--- config.mk ---
export PLATFORM = sky130hd
export DESIGN_NAME = supply_sequencer
export DESIGN_NICKNAME = d
export VERILOG_FILES = /design/src/rtl/sup_seq_pkg.sv /design/src/rtl/sup_flag_sync.sv /design/src/rtl/sup_persist.sv /design/src/rtl/supply_sequencer.sv
export SDC_FILE = /design/constraint.sdc
export NUM_CORES = 1
export LEC_CHECK = 0
export BUFFER_PORTS_ARGS = -buffer_cell sky130_fd_sc_hd__buf_2
export CORE_ASPECT_RATIO = 0.8
export CORE_MARGIN = 2
export CORE_UTILIZATION = 50
export DETAILED_ROUTE_END_ITERATION = 7
export GPL_TIMING_DRIVEN = 0
export PLACE_DENSITY = 0.67
export SYNTH_ARGS = -nofsm -noshare
export SYNTH_HDL_FRONTEND = slang
export SYNTH_SLANG_ARGS = --single-unit
--- constraint.sdc ---
create_clock -name clk -period 2.6 [get_ports clk]
set_clock_uncertainty 0.1 [all_clocks]
set_input_delay 0.78 -clock clk [delete_from_list [all_inputs] [get_ports clk]]
set_output_delay 0.78 -clock clk [all_outputs]
set_load 0.02 [all_outputs]
--- src/rtl/sup_seq_pkg.sv ---
package sup_seq_pkg;
  typedef enum logic [2:0] {
    ST_START   = 3'd0,
    ST_RUN     = 3'd1,
    ST_UVWAIT  = 3'd2,
    ST_HIC_DIS = 3'd3,
    ST_HIC_CHG = 3'd4
  } seq_state_t;
endpackage

--- src/rtl/sup_flag_sync.sv ---
module sup_flag_sync #(
  parameter int W      = 8,
  parameter int STAGES = 2
) (
  input  logic         clk,
  input  logic         rst,
  input  logic [W-1:0] d,
  output logic [W-1:0] q
);
  logic [W-1:0] stg [STAGES];

  always_ff @(posedge clk) begin
    if (rst) begin
      for (int i = 0; i < STAGES; i++) stg[i] <= '0;
    end else begin
      stg[0] <= d;
      for (int i = 1; i < STAGES; i++) stg[i] <= stg[i-1];
    end
  end

  assign q = stg[STAGES-1];
endmodule

--- src/rtl/sup_persist.sv ---
module sup_persist #(
  parameter int N = 4
) (
  input  logic clk,
  input  logic rst,
  input  logic in,
  output logic done
);
  localparam int CW = (N > 1) ? $clog2(N) : 1;
  localparam logic [CW-1:0] LAST = CW'(N - 1);

  logic [CW-1:0] cnt;

  always_ff @(posedge clk) begin
    if (rst || !in) cnt <= '0;
    else if (cnt != LAST) cnt <= cnt + 1'b1;
  end

  assign done = in && (cnt == LAST);
endmodule

--- src/rtl/supply_sequencer.sv ---
module supply_sequencer
  import sup_seq_pkg::*;
#(
  parameter int OVLD_CYCLES  = 1180000,
  parameter int UV_CYCLES    = 500,
  parameter int LATCH_CYCLES = 500,
  parameter int SYNC_STAGES  = 2
) (
  input  logic clk,
  input  logic rst,
  input  logic rail_above_start,
  input  logic rail_above_min,
  input  logic rail_above_uvlo,
  input  logic rail_above_hiccup,
  input  logic rail_above_reset,
  input  logic overload_flag,
  input  logic thermal_flag,
  input  logic ext_latch_in,
  input  logic opt_latch,
  output logic hv_src_en,
  output logic low_current_en,
  output logic drive_en,
  output logic softstart_go
);
  localparam int NFLAG = 8;
  localparam int I_START = 7, I_MIN = 6, I_UV = 5, I_HIC = 4;
  localparam int I_RS = 3, I_OVL = 2, I_THERM = 1, I_EXT = 0;

  logic [NFLAG-1:0] flag_raw, flag_s;
  assign flag_raw = {rail_above_start, rail_above_min, rail_above_uvlo,
                     rail_above_hiccup, rail_above_reset, overload_flag,
                     thermal_flag, ext_latch_in};

  sup_flag_sync #(.W(NFLAG), .STAGES(SYNC_STAGES)) u_sync (
    .clk(clk), .rst(rst), .d(flag_raw), .q(flag_s)
  );

  logic start_s, min_s, uv_s, hic_s, rs_ok, ovl_s, therm_s, ext_s;
  assign start_s = flag_s[I_START];
  assign min_s   = flag_s[I_MIN];
  assign uv_s    = flag_s[I_UV];
  assign hic_s   = flag_s[I_HIC];
  assign rs_ok   = flag_s[I_RS];
  assign ovl_s   = flag_s[I_OVL];
  assign therm_s = flag_s[I_THERM];
  assign ext_s   = flag_s[I_EXT];

  seq_state_t st_q, st_d;
  logic lat_q, lat_d, hic_cnt_q, hic_cnt_d, dss_q, dss_d, ss_d;
  logic ovl_done, uv_done, latch_hit;
  logic running, uv_watch;

  assign running  = (st_q == ST_RUN);
  assign uv_watch = !uv_s && (st_q == ST_RUN || st_q == ST_UVWAIT);

  sup_persist #(.N(OVLD_CYCLES)) u_ovld_tmr (
    .clk(clk), .rst(rst), .in(ovl_s && running), .done(ovl_done)
  );
  sup_persist #(.N(UV_CYCLES)) u_uv_filt (
    .clk(clk), .rst(rst), .in(uv_watch), .done(uv_done)
  );
  sup_persist #(.N(LATCH_CYCLES)) u_latch_filt (
    .clk(clk), .rst(rst), .in(ext_s), .done(latch_hit)
  );

  always_comb begin
    st_d      = st_q;
    lat_d     = lat_q;
    hic_cnt_d = hic_cnt_q;
    dss_d     = dss_q;
    ss_d      = 1'b0;
    if (!rs_ok) begin
      st_d      = ST_START;
      lat_d     = 1'b0;
      hic_cnt_d = 1'b0;
      dss_d     = 1'b0;
    end else begin
      if (latch_hit) lat_d = 1'b1;
      case (st_q)
        ST_START: begin
          if (start_s) begin
            hic_cnt_d = 1'b0;
            if (latch_hit || lat_q || therm_s) st_d = ST_HIC_DIS;
            else begin
              st_d  = ST_RUN;
              ss_d  = 1'b1;
              dss_d = 1'b0;
            end
          end
        end
        ST_RUN, ST_UVWAIT: begin
          if (!min_s) dss_d = 1'b1;
          else if (start_s) dss_d = 1'b0;
          if (latch_hit || therm_s || ovl_done) begin
            st_d      = ST_HIC_DIS;
            hic_cnt_d = 1'b0;
            if (ovl_done && opt_latch) lat_d = 1'b1;
          end else if (st_q == ST_RUN) begin
            if (!uv_s) st_d = ST_UVWAIT;
          end else if (uv_done) begin
            st_d      = ST_HIC_DIS;
            hic_cnt_d = 1'b0;
          end else if (uv_s) begin
            st_d = ST_RUN;
          end
        end
        ST_HIC_DIS: begin
          if (!hic_s) st_d = ST_HIC_CHG;
        end
        ST_HIC_CHG: begin
          if (start_s) begin
            if (!hic_cnt_q) begin
              hic_cnt_d = 1'b1;
              st_d      = ST_HIC_DIS;
            end else if (lat_q || latch_hit || therm_s) begin
              st_d = ST_HIC_DIS;
            end else begin
              st_d      = ST_RUN;
              ss_d      = 1'b1;
              hic_cnt_d = 1'b0;
              dss_d     = 1'b0;
            end
          end
        end
        default: st_d = ST_START;
      endcase
    end
  end

  always_ff @(posedge clk) begin
    if (rst) begin
      st_q           <= ST_START;
      lat_q          <= 1'b0;
      hic_cnt_q      <= 1'b0;
      dss_q          <= 1'b0;
      hv_src_en      <= 1'b1;
      low_current_en <= 1'b0;
      drive_en       <= 1'b0;
      softstart_go   <= 1'b0;
    end else begin
      st_q           <= st_d;
      lat_q          <= lat_d;
      hic_cnt_q      <= hic_cnt_d;
      dss_q          <= dss_d;
      hv_src_en      <= (st_d == ST_START) || (st_d == ST_HIC_CHG) ||
                        (((st_d == ST_RUN) || (st_d == ST_UVWAIT)) && dss_d);
      low_current_en <= (st_d == ST_HIC_DIS) || (st_d == ST_HIC_CHG);
      drive_en       <= (st_d == ST_RUN);
      softstart_go   <= ss_d;
    end
  end
endmodule

==> summary.md, run 1 <==
| Metric | Value |
|---|---|
| Root Driver | `clkbuf_8` |
| Clock Tree Buf Depth | `2` |
| Nets | `349` |
| Routed len/inst | `12.44 um` |
| FF+latch count, synth | `65` |
| Met1 Track Usage GR | `27.12%` |
| Placement Setup Slack | `0.4176 ns` |
| Setup TNS | `0 ns` |
| Remaining Overflow, GRT | `0` |
| Sequential area share after synthesis | `45.79%` |
| Final worst slack | `0.3803 ns` |
| RSZ-0062 raised after global routing | `false` |
| CP max stage cell | `o31ai_2` |
| Post-cts hold buffer count | `0` |
| IO Port Bufs | `14` |
| Gr usage total | `18.76%` |
| Clock period minus worst slack | `2.220 ns` |
| FP Rows | `24` |
| GR Layer Usage met2 | `25.98%` |
| Worst Hold Class | `reg -> reg` |
| Critical Path Max Stage Delay | `0.40 ns` |
| Final design utilization | `59.50%` |
| Mapped Nets | `324` |
| Final GP Congestion | `0.8198` |
| Final Cell Area | `3252 um2` |
| Number of diodes | `0` |
| Top cells by area, synth | `dfxtp_1 46%, nor2_1 6.1%, xor2_1 5.5%` |
| Die area | `6306 um2` |
| Fin crit share | `85.37%` |
| Crit path DAT | `2.35 ns` |
| Post-synth EDFFs | `0` |
| First-pass GRT wire length | `9.059 mm` |
| I/O Pins | `15` |
| Crit-path leading delay family | `compound AO/OA/AOI/OAI gates` |
| Cell accounting for the most synthesized area | `dfxtp_1` |
| Reg2reg path depth | `7` |
| Worst path bufs/invs | `0` |
| CORE AREA | `5465 um2` |
| Pleak | `1.075 nW` |
| Fin. max-slew vios | `0` |
| Drt first pass iters | `5` |
| Met3 Use GR | `6.567%` |
| CTS clk-pin slew, worst paths | `0.08 ns` |
| WP data required | `2.73 ns` |
| Main synth FF type | `dfxtp_1` |
| Vias in the first global route | `1981` |
| Initial Util | `51.99%` |
| Global routing's busiest layer | `met1` |
| Fill count | `488` |
| Yosys cell types | `52` |
| Drt total wl | `5.202 mm` |
| Crit. path cell count | `7` |
| Post-synth top area share | `45.79%` |
| TritonCTS clock tree | `built` |
| Multi-input logic area | `1453 um2` |
| H-tree lvl count | `3` |
| Die width | `88.29 um` |
| PwrDens | `640.6 nW/um2` |
| Post-synth ARST share | `0%` |
| Clk_lat worst skew | `0.34 ns` |
| CTS resizes | `0` |
| Peak Freq | `450.5 MHz` |
| Fin. Hold Viols | `0` |
| Sequential cell area | `1301 um2` |
| Placed Area | `3009 um2` |
| Crit start category | `flop` |
| Final setup viols | `0` |
| Max FO, Critical Path | `4` |
| Cell breakdown of the critical path | `ha_1 -> nand4bb_1 -> o31ai_2 -> o21ai_0 -> a21oi_2 -> nor4_1 -> a211o_1` |
| Post-Synthesis Cells | `310` |
| CTS Buf Count | `9` |
| Worst-margin pin slew | `0.5005 ns` |
| Crit path kind | `reg -> reg` |
| Worst rel slew slack | `66.56%` |
| Remaining DRCs | `0` |
| Post-CTS Setup Inserts | `0` |
| Initial antenna violation count | `0` |
| Worst setup EP type | `flop` |
| Status | `finished clean` |
| Largest net degree at the start of global routing | `13` |
| Synthesized cell area | `2841 um2` |
| CTS sink count | `65` |
| Antenna Nets Post-Route | `0` |
| Dpl hpwl | `3.775 mm` |
| Routed vias | `2133` |
| Hold depth | `1` |
| YS warnings | `0` |
| Worst VDD drop | `0.4281 mV` |
| 1st-iter DRT viols | `146` |
| Vias per cell | `5.103` |
| Chip height | `71.43 um` |
| Area grow syn2layout | `14.44%` |
| Max-cap viol count | `0` |
| Proportion of layout cells with a drive suffix above 1 | `14.41%` |
| Syn Area/Cell | `9.166 um2` |
==> kinds of logic (layout without fill, tap and decap cells) <==
group / Yosys count / in the layout / synth area share (%)
and+or+nand+nor: 146 / 146 / 29.68
DFF: 65 / 65 / 45.79
AOI/OAI and AO/OA: 44 / 44 / 9.732
xor gates and xnor gates: 29 / 29 / 8.939
buffers and inverters: 19 / 49 / 3.082
muxes: 4 / 4 / 1.453
adders and majority gates: 3 / 3 / 1.321
==> cells in the mapped netlist (2+ instances only) <==
cell type,instances
nand2_1,15
inv_1,10
nor3b_1,2
nor4_1,3
nor2b_1,18
a211o_1,3
o21ai_0,10
a21oi_1,18
or3_1,9
a21oi_2,2
nand4_1,8
xnor2_1,11
dfxtp_1,65
xor2_1,18
buf_6,2
nor4b_1,2
nand4bb_1,2
and3_1,3
nand3_1,13
mux2i_1,3
nor2_1,46
nor3_1,4
nand2b_1,3
nor2_4,2
clkbuf_1,6
and4_1,3
ha_1,3
a31oi_1,2
==> where the power goes <==
part           leakage (nW)  switching, mW  internal [mW]  total (mW)
Combinational         0.431         0.0193         0.0186      0.0379
Sequential            0.527        0.00617           1.01        1.01
Clock                 0.117          0.389          0.642        1.03
==> stage by stage <==
step	instances	hold WS, ns	total power, mW
detailed placement	402	0.3235	1.075
global route	418	0.3489	2.147
global placement	402	0.3217	1.074
floorplan	310	0.3138	1.059
CTS	418	0.3393	2.103
finish	418	0.3322	2.083
==> placed cells by master, fill, tap and decap left out, types with 4 or more instances in the layout <==
cell type	Yosys	layout
or3_1	9	9
xnor2_1	11	11
dfxtp_1	65	65
nand2_1	15	15
inv_1	10	10
nor2_1	46	46
o21ai_0	10	10
nand4_1	8	8
nand3_1	13	13
clkbuf_1	6	7
buf_2	1	15
nor2b_1	18	18
nor3_1	4	4
clkbuf_8	0	9
a21oi_1	18	18
xor2_1	18	18
==> state kept, by name, summed over array words and instances (netlist names) <==
register,cells
hic_cnt_q,1
drive_en,1
u_latch_filt.cnt,9
lat_q,1
dss_q,1
u_uv_filt.cnt,9
hv_src_en,1
st_q,3
softstart_go,1
u_ovld_tmr.cnt,21
low_current_en,1
u_sync.stg,16
==> worst reg2reg max path, cell delays in order, from the launching register on <==
cell and delay (ns):
dfxtp_1 0.39, ha_1 0.22, nand4bb_1 0.16, o31ai_2 0.40, o21ai_0 0.25, a21oi_2 0.23
nor4_1 0.08, a211o_1 0.28
==> layout make-up <==
class | instances | area share (%)
flip-flops and latches | 65 | 40.02
clock buffers | 10 | 3.925
inverters | 10 | 1.154
multi-input cells | 226 | 44.67
clock inverters | 6 | 3.540
plain buffers | 9 | 1.539
well taps | 78 | 3.001
repair buffers | 14 | 2.155
==> per-layer routing <==
layer	share of wire, %	vias up
met5	0	-
met4	0.73	0
met3	4.5	4
met2	41	37
met1	54	967
li1	-	1125
==> worst paths after layout <==
kind / from / to / slack [ns]
setup / recovery: u_latch_filt.cnt[0] / hv_src_en / 0.38
hold / removal: u_sync.stg[0][1] / u_sync.stg[0][9] / 0.33
setup reg to reg: u_latch_filt.cnt[0] / hv_src_en / 0.38
hold reg to reg: u_sync.stg[0][1] / u_sync.stg[0][9] / 0.33
Note: power is estimated with default switching activity, not from simulation.
==> inputs of run 2 (changes only) <==
CORE_UTILIZATION = 40   (was 50)
PLACE_DENSITY = not set   (was 0.67)
SETUP_SLACK_MARGIN = 0.15   (was not set)
clock period = 2.15 ns   (was 2.6 ns; I/O delays follow)
==> run 2 against run 1 <==
Net effect: sequential share of layout area down 1.4 points; setup slack worse by 0.29 ns; power up 7.6%; sequential power up 22%; critical path depth down 1; via count up 2.5%; utilization down 10 points; global-route usage down 3.7 points; register-to-register slack worse by 0.29 ns; clock power down 6%; critical path type unchanged.
==> summary.md, run 2 (same netlist as run 1, synthesis figures left out) <==
| Metric | Value |
|---|---|
| Root Driver | `clkbuf_8` |
| Drt first pass iters | `4` |
| Final design utilization | `49.02%` |
| Dpl hpwl | `3.855 mm` |
| Routed len/inst | `12.84 um` |
| Largest net degree at the start of global routing | `13` |
| Remaining Overflow, GRT | `0` |
| Worst VDD drop | `0.3288 mV` |
| Fin. Hold Viols | `0` |
| Most frequent cells in the layout | `62 x dfxtp_1, 44 x nor2_1, 18 x xor2_1` |
| Crit start category | `flop` |
| Die area | `7798 um2` |
| Worst-margin pin slew | `0.4844 ns` |
| Final GP Congestion | `0.8382` |
| Die width | `98.23 um` |
| Gr usage total | `15.02%` |
| Pwr Total | `2.241 mW` |
| Crit path kind | `reg -> reg` |
| RSZ-0062 raised after global routing | `true` |
| Crit path DAT | `2.18 ns` |
| Nets | `356` |
| Placed Area | `3020 um2` |
| Post-cts hold buffer count | `0` |
| 1st-iter DRT viols | `101` |
| Largest regs | `u_ovld_tmr.cnt: 21 flops, u_sync.stg: 16 flops` |
| NetSw | `514.2 uW` |
| Peak Freq | `485.1 MHz` |
| Fin. max-slew vios | `0` |
| Pleak | `1.093 nW` |
| CTS clk-pin slew, worst paths | `0.07 ns` |
| Max FO, Critical Path | `5` |
| Clk pwr share | `43.1%` |
| Chip height | `79.39 um` |
| PwrDens | `663.4 nW/um2` |
| Clk_lat worst skew | `0.34 ns` |
| Vias per cell | `5.037` |
| Final Cell Area | `3378 um2` |
| Initial Util | `41.23%` |
| Cell-internal power | `1.727 mW` |
| First-pass GRT wire length | `9.252 mm` |
| IO Port Bufs | `14` |
| Vias in the first global route | `1952` |
| TritonCTS clock tree | `built` |
| Fin crit share | `95.89%` |
| Max reg flops | `21` |
| H-tree lvl count | `3` |
| CTS Buf Count | `9` |
| Area grow syn2layout | `18.89%` |
| Remaining DRCs | `0` |
| CTS sink count | `65` |
| Antenna Nets Post-Route | `0` |
| Drt total wl | `5.571 mm` |
| FP Rows | `27` |
| Max-cap viol count | `0` |
| Clock period minus worst slack | `2.062 ns` |
| I/O Pins | `15` |
| Number of diodes | `0` |
| Sw frac | `22.94%` |
| WP data required | `2.27 ns` |
| Final setup viols | `0` |
| Worst rel slew slack | `67.70%` |
| Clock Tree Buf Depth | `2` |
| Proportion of layout cells with a drive suffix above 1 | `21.90%` |
| Top reg by flops | `u_ovld_tmr.cnt` |
| Initial antenna violation count | `0` |
| Worst Hold Class | `reg -> reg` |
| Flop pwr share | `54.7%` |
| Status | `finished clean` |
| Worst setup EP type | `flop` |
| Combinational Power Share | `2.2%` |
| CORE AREA | `6892 um2` |
| Routed vias | `2186` |
| Setup TNS | `0 ns` |
| Commonest non-fill, non-tap cell in the layout | `dfxtp_1` |
[run 2: cell types whose count changed in the layout (fill, tap and decap cells not counted), moves of 3 or more]
cell / delta
bufinv_16: -3
clkinvlp_4: +3
dfxtp_1: -3
dfxtp_2: +3
buf_4: +6
[run 2: critical path, stage by stage, from the launching register on]
cell and delay (ns):
dfxtp_2 0.34, or4b_4 0.59, or3_4 0.41, nor2_4 0.23, nor4_2 0.09, xnor2_1 0.14
nor2_1 0.05
[run 2: final cells by class]
class	instances	area, um2
buffer	9	53.80
clock buffer	11	151.4
clock inverter	5	38.79
fill	664	3513
inverter	10	37.54
multi-input combinational	227	1568
sequential	65	1305
tap	87	108.9
timing repair buffer	20	115.1
[run 2: repair_timing]
item,4_1_cts,5_1_grt
gates resized for setup,13,14
buffers inserted,4,2
setup endpoints to repair,9,18
endpoints found under the hold margin,0,0
pin swaps,8,4
cloned,1,0
[run 2: routing by layer]
layer | part of all wire, % | GRT usage [%] | vias to the layer above
met4 | 0.84 | 4.521 | 0
met5 | 0 | 0 | -
met2 | 42 | 20.89 | 34
met1 | 53 | 21.70 | 997
met3 | 4.3 | 5.342 | 7
li1 | - | - | 1148
[run 2: metrics by stage]
step	setup WS, ns	std cells	hold slack, ns
5_1_grt	0.04628	434	0.3572
3_3_place_gp	0.02777	411	0.3181
2_1_floorplan	0.2474	310	0.3138
6_report	0.08840	434	0.3380
3_5_place_dp	0.006807	411	0.3234
4_1_cts	0.1460	432	0.3402
[run 2: final timing paths]
path / startpoint / end / slack, ns / cells past startpoint
hold reg to reg: u_sync.stg[0][3] / u_sync.stg[0][11] / 0.34 / 1
setup / recovery: u_ovld_tmr.cnt[19] / u_ovld_tmr.cnt[7] / 0.09 / 6
setup reg to reg: u_ovld_tmr.cnt[19] / u_ovld_tmr.cnt[7] / 0.09 / 6
hold / removal: u_sync.stg[0][3] / u_sync.stg[0][11] / 0.34 / 1
[run 2: power groups by stage]
stage	Clock [mW]	Combinational (mW)	Sequential (mW)
2_1_floorplan	0	0.0297	1.25
3_3_place_gp	0	0.0468	1.25
3_5_place_dp	0	0.0471	1.25
4_1_cts	1.01	0.0505	1.23
5_1_grt	1.06	0.0562	1.23
6_report	0.966	0.0503	1.23
==> inputs of run 3 (changes only) <==
PLACE_DENSITY = 0.53   (was not set)
==> run 3 against run 2 <==
Net effect: wire length up 4.8%; global-route usage up 1.1 points; clock-buffer cell count unchanged; power up 2.9%; sequential share of layout area down 0.32 points; final cell count down 0.46%; utilization up 0.60 points; setup slack better by 0.079 ns; clock power up 7%; critical path type unchanged.
==> summary.md, run 3 (same netlist as run 1, synthesis figures left out) <==
| Metric | Value |
|---|---|
| Status | `finished clean` |
| Post-cts hold buffer count | `0` |
| Fin cells | `432` |
| Root Driver | `clkbuf_8` |
| Vias in the first global route | `2066` |
| Die area | `7798 um2` |
| Final design utilization | `49.62%` |
| Pleak | `1.103 nW` |
| Most frequent cells in the layout | `58 x dfxtp_1, 44 x nor2_1, 18 x xor2_1` |
| Routed vias | `2207` |
| TritonCTS clock tree | `built` |
| Initial antenna violation count | `0` |
| Largest net degree at the start of global routing | `12` |
| 1st-iter DRT viols | `86` |
| Dpl hpwl | `3.925 mm` |
| CORE AREA | `6892 um2` |
| Drt first pass iters | `4` |
| CTS sink count | `65` |
| Crit path DAT | `2.11 ns` |
| Proportion of layout cells with a drive suffix above 1 | `22.90%` |
| Gr usage total | `16.08%` |
| Nets | `354` |
| Crit path kind | `reg -> reg` |
| Largest regs | `u_ovld_tmr.cnt: 21 flops, u_sync.stg: 16 flops` |
| Clock Tree Buf Depth | `2` |
| Drt total wl | `5.839 mm` |
| Max FO, Critical Path | `3` |
| Final GP Congestion | `0.8154` |
| M1 WL | `3.080 mm` |
| Peak Freq | `504.4 MHz` |
| Worst VDD drop | `0.3401 mV` |
| Remaining Overflow, GRT | `0` |
| Area grow syn2layout | `20.34%` |
| Final setup viols | `0` |
| CTS Buf Count | `9` |
| Die width | `98.23 um` |
| Clk_lat worst skew | `0.34 ns` |
| Routed len/inst | `13.52 um` |
| FP Rows | `27` |
| RSZ-0062 raised after global routing | `true` |
| Commonest non-fill, non-tap cell in the layout | `dfxtp_1` |
| Fin. Hold Viols | `0` |
| Worst-margin pin slew | `0.5103 ns` |
| Remaining DRCs | `0` |
| Placement Setup Slack | `-0.05038 ns` |
| Number of diodes | `0` |
| Clock period minus worst slack | `1.983 ns` |
| Cells after DPL | `411` |
| Reg2reg path depth | `6` |
| Max-cap viol count | `0` |
| I/O Pins | `15` |
| Worst Hold Class | `reg -> reg` |
| Antenna Nets Post-Route | `0` |
| Worst rel slew slack | `65.98%` |
| Top reg by flops | `u_ovld_tmr.cnt` |
| Initial Util | `41.23%` |
| Worst setup EP type | `flop` |
| PwrDens | `674.5 nW/um2` |
| Critical Path Start | `u_ovld_tmr.cnt[18]` |
| H-tree lvl count | `3` |
| Max layer used | `met4` |
| Reg2reg start | `u_ovld_tmr.cnt[18]` |
| Detail Route met3 WL | `211 um` |
| Met2 WL | `2.505 mm` |
| WP data required | `2.28 ns` |
| Fin. max-slew vios | `0` |
| Vias per cell | `5.109` |
| Max reg flops | `21` |
| Fin crit share | `92.22%` |
| Reg2reg setup slack | `0.17 ns` |
| IO Port Bufs | `14` |
| Reg-to-reg critical path endpoint | `hv_src_en` |
| Final worst slack | `0.1673 ns` |
| Chip height | `79.39 um` |
| CTS clk-pin slew, worst paths | `0.07 ns` |
| CP Capture Point | `hv_src_en` |
| Crit start category | `flop` |
| First-pass GRT wire length | `9.804 mm` |
run 3: worst min path at each step:
stage | startpoint | end | slack (ns) | cells past startpoint
2_1_floorplan | u_sync.stg[0][2] | u_sync.stg[0][10] | 0.31 | 1
3_3_place_gp | u_sync.stg[0][3] | u_sync.stg[0][11] | 0.32 | 1
3_5_place_dp | u_sync.stg[0][1] | u_sync.stg[0][9] | 0.32 | 1
4_1_cts | u_sync.stg[0][1] | u_sync.stg[0][9] | 0.34 | 1
5_1_grt | u_sync.stg[0][0] | u_sync.stg[0][8] | 0.36 | 1
6_report | u_sync.stg[0][3] | u_sync.stg[0][11] | 0.34 | 1
run 3: through the flow:
| step | power [mW] | hold WS (ns) | cell area [um2] | setup TNS (ns) |
|---|---|---|---|---|
| 2_1_floorplan | 1.281 | 0.3138 | 2841 | 0 |
| 3_3_place_gp | 1.300 | 0.3191 | 3020 | -0.03829 |
| 3_5_place_dp | 1.301 | 0.3231 | 3020 | -0.06999 |
| 4_1_cts | 2.335 | 0.3414 | 3347 | 0 |
| 5_1_grt | 2.404 | 0.3602 | 3420 | 0 |
| 6_report | 2.306 | 0.3380 | 3420 | 0 |
run 3: per-layer routing:
metal	vias to the layer above	track usage, %
met4	0	5.342
met2	29	23.42
met5	-	0
met3	5	5.517
met1	1033	22.33
li1	1140	-
run 3: area by class of cell:
type                       instances  area (um2)
fill                             656        3472
tap                               87       108.9
timing repair buffer              18       103.9
clock inverter                     5       55.05
buffer                             9       51.30
inverter                          10       37.54
sequential                        65        1310
clock buffer                      11       141.4
multi-input combinational        227        1612
run 3: repair_timing:
item,in CTS,in global routing
pin swaps,7,6
setup endpoints to repair,11,19
cloned,1,0
resized for setup,18,19
setup buffers,3,1
run 3: critical path: stages (launching register included):
cell	delay, ns
dfxtp_2	0.33
or4b_4	0.58
nor3_2	0.22
nand3_2	0.13
a21oi_4	0.17
nor4_2	0.07
a211o_1	0.27
run 3: report_power, final:
part	internal [mW]	switching [mW]	total [mW]
registers	1.22	0.00725	1.23
logic	0.0239	0.0270	0.0509
clock network	0.563	0.466	1.03
